<file path="config.mk">
export PLATFORM = sky130hd
export DESIGN_NAME = pcm_dest_stage
export DESIGN_NICKNAME = d
export VERILOG_FILES = /design/src/rtl/pcmdst_pkg.sv /design/src/rtl/pcmdst_frame.sv /design/src/rtl/pcmdst_store.sv /design/src/rtl/pcm_dest_stage.sv
export SDC_FILE = /design/constraint.sdc
export NUM_CORES = 1
export LEC_CHECK = 0
export ABC_AREA = 1
export BUFFER_PORTS_ARGS = -buffer_cell sky130_fd_sc_hd__buf_2
export CAP_MARGIN = 10
export CORE_MARGIN = 2
export CORE_UTILIZATION = 60
export CTS_CLUSTER_SIZE = 8
export DETAILED_ROUTE_END_ITERATION = 12
export GPL_TIMING_DRIVEN = 1
export PLACE_DENSITY = 0.77
export SYNTH_ARGS = -nofsm -noshare
export SYNTH_HDL_FRONTEND = slang
export SYNTH_HIERARCHICAL = 1
export SYNTH_SLANG_ARGS = --single-unit
</file>
<file path="constraint.sdc">
create_clock -name clk -period 3.6 [get_ports clk]
set_input_delay 0 -clock clk [delete_from_list [all_inputs] [get_ports clk]]
set_output_delay 0 -clock clk [all_outputs]
set_load 0.02 [all_outputs]
</file>
<file path="src/rtl/pcmdst_pkg.sv">
package pcmdst_pkg;
    localparam int THR_W    = 6;
    localparam int THR_LSB  = 0;
    localparam int MUTE_BIT = 16;
    localparam int ACT_BIT  = 18;
endpackage

</file>
<file path="src/rtl/pcmdst_frame.sv">
module pcmdst_frame
    import pcmdst_pkg::*;
#(
    parameter int DW    = 16,
    parameter int CHANS = 3
) (
    input  logic             clk,
    input  logic             rst_n,
    input  logic             cfg_we,
    input  logic [31:0]      cfg_wdata,
    input  logic             smp_valid,
    input  logic [DW-1:0]    smp_data,
    output logic [THR_W-1:0] thr,
    output logic             push,
    output logic [DW-1:0]    push_data
);
    localparam int CW = (CHANS > 1) ? $clog2(CHANS) : 1;
    localparam logic [CW-1:0] LAST = CW'(CHANS - 1);

    typedef struct packed {
        logic [THR_W-1:0] thr;
        logic             mute;
        logic             active;
        logic [CW-1:0]    chan;
        logic             fmute;
    } frame_st_t;

    frame_st_t s_d, s_q;
    logic accept, first, eff_mute;

    always_comb begin
        s_d      = s_q;
        accept   = smp_valid && s_q.active;
        first    = (s_q.chan == '0);
        eff_mute = first ? s_q.mute : s_q.fmute;
        if (accept) begin
            if (first) s_d.fmute = s_q.mute;
            s_d.chan = (s_q.chan == LAST) ? '0 : s_q.chan + 1'b1;
        end
        if (!s_q.active) s_d.chan = '0;
        if (cfg_we) begin
            s_d.thr    = cfg_wdata[THR_LSB +: THR_W];
            s_d.mute   = cfg_wdata[MUTE_BIT];
            s_d.active = cfg_wdata[ACT_BIT];
        end
    end

    always_ff @(posedge clk or negedge rst_n) begin
        if (!rst_n) s_q <= '0;
        else        s_q <= s_d;
    end

    assign thr       = s_q.thr;
    assign push      = accept;
    assign push_data = eff_mute ? '0 : smp_data;

    // a disabled cycle leaves the frame position at channel 0
    p_idle_chan_r3: assert property (@(posedge clk) disable iff (!rst_n)
        !s_q.active |=> (s_q.chan == '0));
    // the frame's silence value holds through its later channels
    p_frame_hold_r7: assert property (@(posedge clk) disable iff (!rst_n)
        (push && s_q.chan != '0) |=> $stable(s_q.fmute));
endmodule

</file>
<file path="src/rtl/pcmdst_store.sv">
module pcmdst_store #(
    parameter int DW    = 16,
    parameter int DEPTH = 64
) (
    input  logic            clk,
    input  logic            rst_n,
    input  logic            push,
    input  logic [DW-1:0]   push_data,
    input  logic            pop,
    input  logic            clr_ovf,
    input  logic            clr_unf,
    output logic [DW-1:0]   rd_data,
    output logic [$clog2(DEPTH):0] level,
    output logic            ovf,
    output logic            unf
);
    localparam int AW = $clog2(DEPTH);
    localparam logic [AW:0] FULL = (AW+1)'(DEPTH);

    typedef struct packed {
        logic [AW-1:0] wptr;
        logic [AW-1:0] rptr;
        logic [AW:0]   cnt;
        logic [DW-1:0] rdata;
        logic          ovf;
        logic          unf;
    } store_st_t;

    store_st_t s_d, s_q;
    logic [DW-1:0] mem [DEPTH];
    logic full, empty, wr_ok, rd_ok;

    always_comb begin
        s_d   = s_q;
        full  = (s_q.cnt == FULL);
        empty = (s_q.cnt == '0);
        wr_ok = push && !full;
        rd_ok = pop && !empty;
        if (clr_ovf) s_d.ovf = 1'b0;
        if (clr_unf) s_d.unf = 1'b0;
        if (push && full) s_d.ovf = 1'b1;
        if (pop && empty) s_d.unf = 1'b1;
        if (wr_ok) s_d.wptr = s_q.wptr + 1'b1;
        if (rd_ok) begin
            s_d.rptr  = s_q.rptr + 1'b1;
            s_d.rdata = mem[s_q.rptr];
        end
        case ({wr_ok, rd_ok})
            2'b10:   s_d.cnt = s_q.cnt + 1'b1;
            2'b01:   s_d.cnt = s_q.cnt - 1'b1;
            default: s_d.cnt = s_q.cnt;
        endcase
    end

    always_ff @(posedge clk or negedge rst_n) begin
        if (!rst_n) s_q <= '0;
        else        s_q <= s_d;
    end

    always_ff @(posedge clk) begin
        if (wr_ok) mem[s_q.wptr] <= push_data;
    end

    assign rd_data = s_q.rdata;
    assign level   = s_q.cnt;
    assign ovf     = s_q.ovf;
    assign unf     = s_q.unf;

    // a push into a full store is refused
    p_no_overflow_r8: assert property (@(posedge clk) disable iff (!rst_n)
        (full && push && !pop) |=> (s_q.cnt == FULL));
    // overflow flag is sticky
    p_ovf_sticky_r8: assert property (@(posedge clk) disable iff (!rst_n)
        (s_q.ovf && !clr_ovf) |=> s_q.ovf);
    // empty read raises the flag and keeps the output
    p_unf_set_r9: assert property (@(posedge clk) disable iff (!rst_n)
        (pop && empty) |=> (s_q.unf && $stable(s_q.rdata)));
    // count never exceeds the depth
    p_level_bound_r10: assert property (@(posedge clk) disable iff (!rst_n)
        s_q.cnt <= FULL);
endmodule

</file>
<file path="src/rtl/pcm_dest_stage.sv">
module pcm_dest_stage
    import pcmdst_pkg::*;
#(
    parameter int DW    = 16,
    parameter int DEPTH = 64,
    parameter int CHANS = 3
) (
    input  logic                   clk,
    input  logic                   rst_n,
    input  logic                   cfg_we,
    input  logic [31:0]            cfg_wdata,
    input  logic                   smp_valid,
    input  logic [DW-1:0]          smp_data,
    input  logic                   rd_en,
    input  logic                   clr_ovf,
    input  logic                   clr_unf,
    output logic [DW-1:0]          rd_data,
    output logic [$clog2(DEPTH):0] level,
    output logic                   trig,
    output logic                   ovf,
    output logic                   unf
);
    logic [THR_W-1:0] thr;
    logic             push;
    logic [DW-1:0]    push_data;

    pcmdst_frame #(.DW(DW), .CHANS(CHANS)) u_frame (
        .clk(clk), .rst_n(rst_n), .cfg_we(cfg_we), .cfg_wdata(cfg_wdata),
        .smp_valid(smp_valid), .smp_data(smp_data),
        .thr(thr), .push(push), .push_data(push_data)
    );

    pcmdst_store #(.DW(DW), .DEPTH(DEPTH)) u_store (
        .clk(clk), .rst_n(rst_n), .push(push), .push_data(push_data),
        .pop(rd_en), .clr_ovf(clr_ovf), .clr_unf(clr_unf),
        .rd_data(rd_data), .level(level), .ovf(ovf), .unf(unf)
    );

    assign trig = 32'(level) > 32'(thr);

    // trigger never high with an empty store
    p_trig_empty_r5: assert property (@(posedge clk) disable iff (!rst_n)
        (level == '0) |-> !trig);
endmodule

</file>
# ---- Yosys cells after proc, flatten, opt, wreduce, memory -nomap -nowiden
# Memory sizes are Yosys's and may differ from the RTL's. A register that Yosys moved wholly into a read port is not among the register bits.
# Index checks and enable logic that the tools add are counted.
dict set report totals {
  regBits 32
  latch_bits 0
  ram_bits 1024
  romBits 0
  inputBits 55
  out_inout_bits 26
  elab_cells 47
  memories 1
}
# memory words word_bits rd rd_ports_with_merged_regs wr line_no
set mem_list {}
lappend mem_list {u_store.mem 64 16 1 1 1 pcmdst_store.sv:30} ;# logic [DW-1:0] mem [DEPTH];
dict set report classes {
  n_addsub 5
  n_mul 0
  div 0
  magnitude_cmp 1
  n_eq_ne 5
  shifts 0
  muxes 12
  bitwise 0
  reduce_logical 13
}
# cell n
set ops {}
lappend ops {{2-to-1 mux 16 bit} 1}
lappend ops {{case mux 7 bit (2 select lines)} 1}
lappend ops {{adder 6 x 1 -> 6 bit, second input constant} 2}
lappend ops {{adder 7 x 1 -> 7 bit, second input constant} 1}
lappend ops {{== test 7 bit, second input constant} 1}
lappend ops {{> comparator 7 x 6 -> 1 bit} 1}
lappend ops {{zero test 7 bit} 1}
lappend ops {{2-to-1 mux 1 bit} 7}
lappend ops {{subtractor 7 x 1 -> 7 bit, second input constant} 1}
lappend ops {{nonzero test 2 bit} 3}
lappend ops {{logical AND 1 bit} 5}
lappend ops {{== test 2 bit, second input constant} 2}
lappend ops {{2-to-1 mux 2 bit} 2}
lappend ops {{zero test 1 bit} 3}
lappend ops {{2-to-1 mux 3 bit} 1}
lappend ops {{adder 2 x 1 -> 2 bit, second input constant} 1}
lappend ops {{== test 2 x 1 -> 1 bit, second input constant} 1}
lappend ops {{zero test 2 bit} 1}
lappend ops {{inequality test 2 x 1 -> 1 bit, second input constant} 1}

# ---- Logic depth before layout (Yosys ltp)
dict set report depth {
  word_depth 5
  depth_mapped 17
  depth_no_buf 16
}

# ---- By module
# The synthesis kept the hierarchy.
# mod instances cells_per_inst area_per_inst_um2 seq_area_each_um2
set by_module_without_submodules {}
lappend by_module_without_submodules {pcmdst_store 1 4147 44968.1 31675.4}
lappend by_module_without_submodules {pcmdst_frame 1 93 729.4 275.3}
lappend by_module_without_submodules {pcm_dest_stage 1 28 170.2 0.0}

# ---- Least setup slack after synthesis
# No wires, ideal clock.
dict set report synth_timing {
  path_kind {reg2reg}
  start {register u_frame/s_q[1] (netlist name)}
  end {memory u_store.mem[0][10] (data pin)}
  setup_ps 499
  t_arrival_ps 2214
  slack_ps 887
  path_stages_with_launch 4
  n_path_buf 0
  cell_sequence {dfrtp_1 o21ai_1 nand2_4 nor2_1}
}
dict set report synth_via {
  elab_chain_len 3
}
# element line_no
set synth_lines {}
lappend synth_lines {{start: declaration} pcmdst_frame.sv:28} ;# frame_st_t s_d, s_q;
lappend synth_lines {{start signal: assignment} pcmdst_frame.sv:49} ;# if (!rst_n) s_q <= '0;
lappend synth_lines {{start signal: assignment} pcmdst_frame.sv:50} ;# else s_q <= s_d;
lappend synth_lines {{zero test 2 bit} pcmdst_frame.sv:34} ;# first = (s_q.chan == '0);
lappend synth_lines {{2-to-1 mux 1 bit} pcmdst_frame.sv:35} ;# eff_mute = first ? s_q.mute : s_q.fmute;
lappend synth_lines {{2-to-1 mux 16 bit} pcmdst_frame.sv:55} ;# assign push_data = eff_mute ? '0 : smp_data;
lappend synth_lines {{via push_data[10]} pcm_dest_stage.sv:25} ;# logic [DW-1:0] push_data;
lappend synth_lines {{end: declaration} pcmdst_store.sv:30}
# The timed path passes the listed nets, and every way through them passes these cells.

# ---- Worst setup path in the final report
dict set report layout_timing {
  start {register u_store.s_q (netlist bit u_store/level[4])}
  end {register u_store.s_q (netlist bit u_store/level[6])}
}
dict set report layout_via {
  elab_chain_len 5
}
# element line_no
set layout_lines {}
lappend layout_lines {{start: declaration} pcmdst_store.sv:29} ;# store_st_t s_d, s_q;
lappend layout_lines {{start signal: assignment} pcmdst_store.sv:56} ;# if (!rst_n) s_q <= '0;
lappend layout_lines {{start signal: assignment} pcmdst_store.sv:57} ;# else s_q <= s_d;
lappend layout_lines {{parallel branches: the longest is 5 deep, another holds subtractor 7 x 1 -> 7 bit} -}
# Parallel ways; which one is timed is not known.
# A chain may end at the register's enable or synchronous reset.

==> results.md <==
- Outcome: completed
- Critical path required time: around 4200 ps
- Final setup viols: 0
- F_max: between 300 and 400 MHz
- Crit share post-route: a little over 80%
- CTS Sinks: about 1100
- Die Y: about 280 um
- Total of max-cap violations: 0
- Total track usage: 30.4%
- Worst setup margin: just under 700 ps
- Post-DRT Antenna Nets: 0
- CTS Root Cell: clkbuf_16
- Worst-Margin Slew: about 910 ps
- Starting DRT DRC Count: between 4000 and 5000
- Die area: 78700 um2
- Switching Share: 37.2%
- Hold Crit Class: in2reg
- Seq pwr share: between 30% and 40%
- ANT cells: 0
- Vias in the first global route: about 32000
- Sequential share of the synthesized area: a little over two thirds
- Hold Path Cell Cnt: 4
- Drt via density: 5.86
- Most common cell after layout, fill and taps aside: nand2_1
- FP Rows: slightly above 100
- Critical Path Start Type: flip-flop
- Core area: roughly 76000 um2
- R2R depth: 17
- Detailed-route wire length: between 100 and 150 mm
- Synth cell types: 31
- Yosys reg bits: between 1000 and 1500
- DR WL/cell: between 20 and 25 um
- Dpl cell area: approximately 47000 um2
- Sw power: roughly 15 mW
- Share of cells above drive strength 1: under 10%
- Largest fanout on the critical path: 12
- Top cell type's share of synthesized area: about two thirds
- CTS tree: built
- Gate power share: about 33%
- Final Cell Area: between 50000 and 60000 um2
- Setup TNS: 0 ps
- CP arrival: between 3000 and 4000 ps
- Avg Inst Size Synth: 10.7 um2
- Initial Util: a little over 60%
- Finished Core Util: around two thirds
- Synth top area cells: edfxtp_1 (67%), nand2_1 (12%), nand3_1 (6.2%)
- Clk slew on worst S/H paths: 50 ps
- Crit path capture type: flip-flop
- Syn_nets: 4334
- Hold endpoint: u_store/mem[52][13]
- Die X: 280 um
- Fillers: around 5100
- Worst-case clock buffer depth: 3
- Initial DRT Pass Iterations: 6
- # resized after CTS: 0
- RSZ-0062 raised after global routing: false
- Yosys top cell by area: edfxtp_1
- Initial antenna violation count: 0
- HP Start: smp_data[13]
- Pre-CTS WS: ~730 ps
- Total CTS buffers: between 150 and 200
- VDD IR max: about 700 uV
- Final HPWL DP: around 64 mm
- Clk_skew: approximately 22 ps
- Slew HR: ~39%
- RePlAce Congestion: ~0.90
- Total grt overflow: 0
- Reg area: between 30000 and 40000 um2
- Number of I/O pins: 81
- Largest net degree at the start of global routing: 155
- Slew Viols, Final: 0
- H-tree lvl count: 4
- First-pass GRT wire length: approximately 180 mm
- # DRC: 0
- Multi-input logic area: around 11000 um2
- Synth warn: 6
- Worst setup startpoint: u_store/level[4]
- Final net count: approximately 4500
- Clock share of power: a little under a third
- Most frequent cells in the layout: nand2_1 (1446), edfxtp_1 (1024), nand3_1 (572), inv_1 (442), nor2_1 (236)
- Worst Setup Path Type: reg2reg
- Clock Latency Late Sink: between 700 and 800 ps
- PwrDens: just under 800 nW/um2
- Port bufs: between 50 and 60
- Cell Int Power: ~26 mW
- Fin crit period: approximately 2900 ps
- Area delta synth->final: 13.4%
- Endpoints failing hold: 0
- Mapped cell area: ~46000 um2
- P_leak: about 21 nW
- Register-to-register setup slack: 680 ps
- RR Startpoint: u_store/level[4]
- Vias after detailed routing: around 32000
- Reg-to-reg endpoint: u_store/level[6]
- Mapped Cells: roughly 4300
-- through the flow --
step	total power [mW]	cells	hold WS, ps
after floorplan	24.1	4268	-296
after global placement	27.8	5195	127
after detailed placement	28.1	5195	126
after CTS	41.0	5454	49.3
after global routing	43.0	5454	102
final	41.3	5454	71.2
-- layer usage --
layer / part of all wire, % / GRT usage [%] / wire (um)
met1: 36 / 38.9 / 42900
met2: 48 / 49.1 / 56600
met3: 11 / 6.18 / 12900
met4: 5.1 / 16.8 / 6090
met5: 0 / 0 / 0
-- layout make-up --
| type | count | area share, % |
|---|---|---|
| Clock buffer | 205 | 7.78 |
| Inverter | 449 | 3.27 |
| Clock inverter | 12 | 0.392 |
| Sequential cell | 1072 | 61.5 |
| Multi-Input combinational cell | 2496 | 20.8 |
| Tap cell | 978 | 2.35 |
| Timing Repair Buffer | 242 | 3.93 |
-- flip-flops by register name (all words and copies together), names as in the netlist --
register / flops
u_store/mem: 1024
u_store/level: 7
u_frame/thr: 6
u_store/unf: 1
u_store/ovf: 1
u_store/rd_data: 16
u_frame/s_q: 5
u_store/s_q: 12
-- cells by family after synthesis --
| logic type | after synthesis | share of synthesized area [%] |
|---|---|---|
| compound gates | 157 | 1.98 |
| xor+xnor | 20 | 0.382 |
| fa+ha+maj | 11 | 0.300 |
| buf+inv | 700 | 6.87 |
| flops | 1072 | 69.7 |
| simple gates | 2308 | 20.8 |
-- worst max-delay path by stage --
stage / depth (start not counted) / slack (ps) / to
after floorplan: 3 / 890 / u_store/mem[0][10]
after global placement: 17 / 750 / u_store/level[6]
after detailed placement: 17 / 730 / u_store/level[6]
after CTS: 17 / 710 / u_store/level[6]
after global routing: 17 / 420 / u_store/level[6]
final: 17 / 680 / u_store/level[6]
-- worst max-delay path: stages (launching register included) --
cell,delay (ps)
dfrtp_1,460
nor2_1,150
nand2_1,60
nor2_1,150
nor2_1,80
buf_4,180
inv_1,230
ha_1,450
xnor2_1,200
inv_1,70
ha_1,170
inv_1,50
nand2_1,90
nand3_1,100
nand3_1,90
xor2_1,160
nand2_1,60
nand2_1,50
-- synth_stat cells, drive strengths merged --
cell type / n
a21oi: 54
and3: 15
buf: 207
clkbuf: 44
clkinv: 1
dfrtp: 48
edfxtp: 1024
ha: 11
inv: 448
nand2: 1449
nand3: 572
nand3b: 2
nand4: 7
nor2: 254
nor3: 6
o211ai: 49
o21ai: 54
or2: 3
xnor2: 8
xor2: 12
-- timing repair --
action	4_1_cts	5_1_grt
hold endpoints to repair	232	0
setup buffers	0	0
setup endpoints to repair	0	0
hold buffers	42	0
-- power by group through the flow --
stage               Sequential [mW]  Combinational [mW]  Clock, mW
floorplan                      14.8                9.27          0
global placement               15.0                12.8          0
detailed placement             15.0                13.1          0
CTS                            14.8                13.4       12.8
global route                   14.8                14.8       13.4
finish                         14.8                13.7       12.8
No activity file was read; power rests on OpenSTA's default activity.
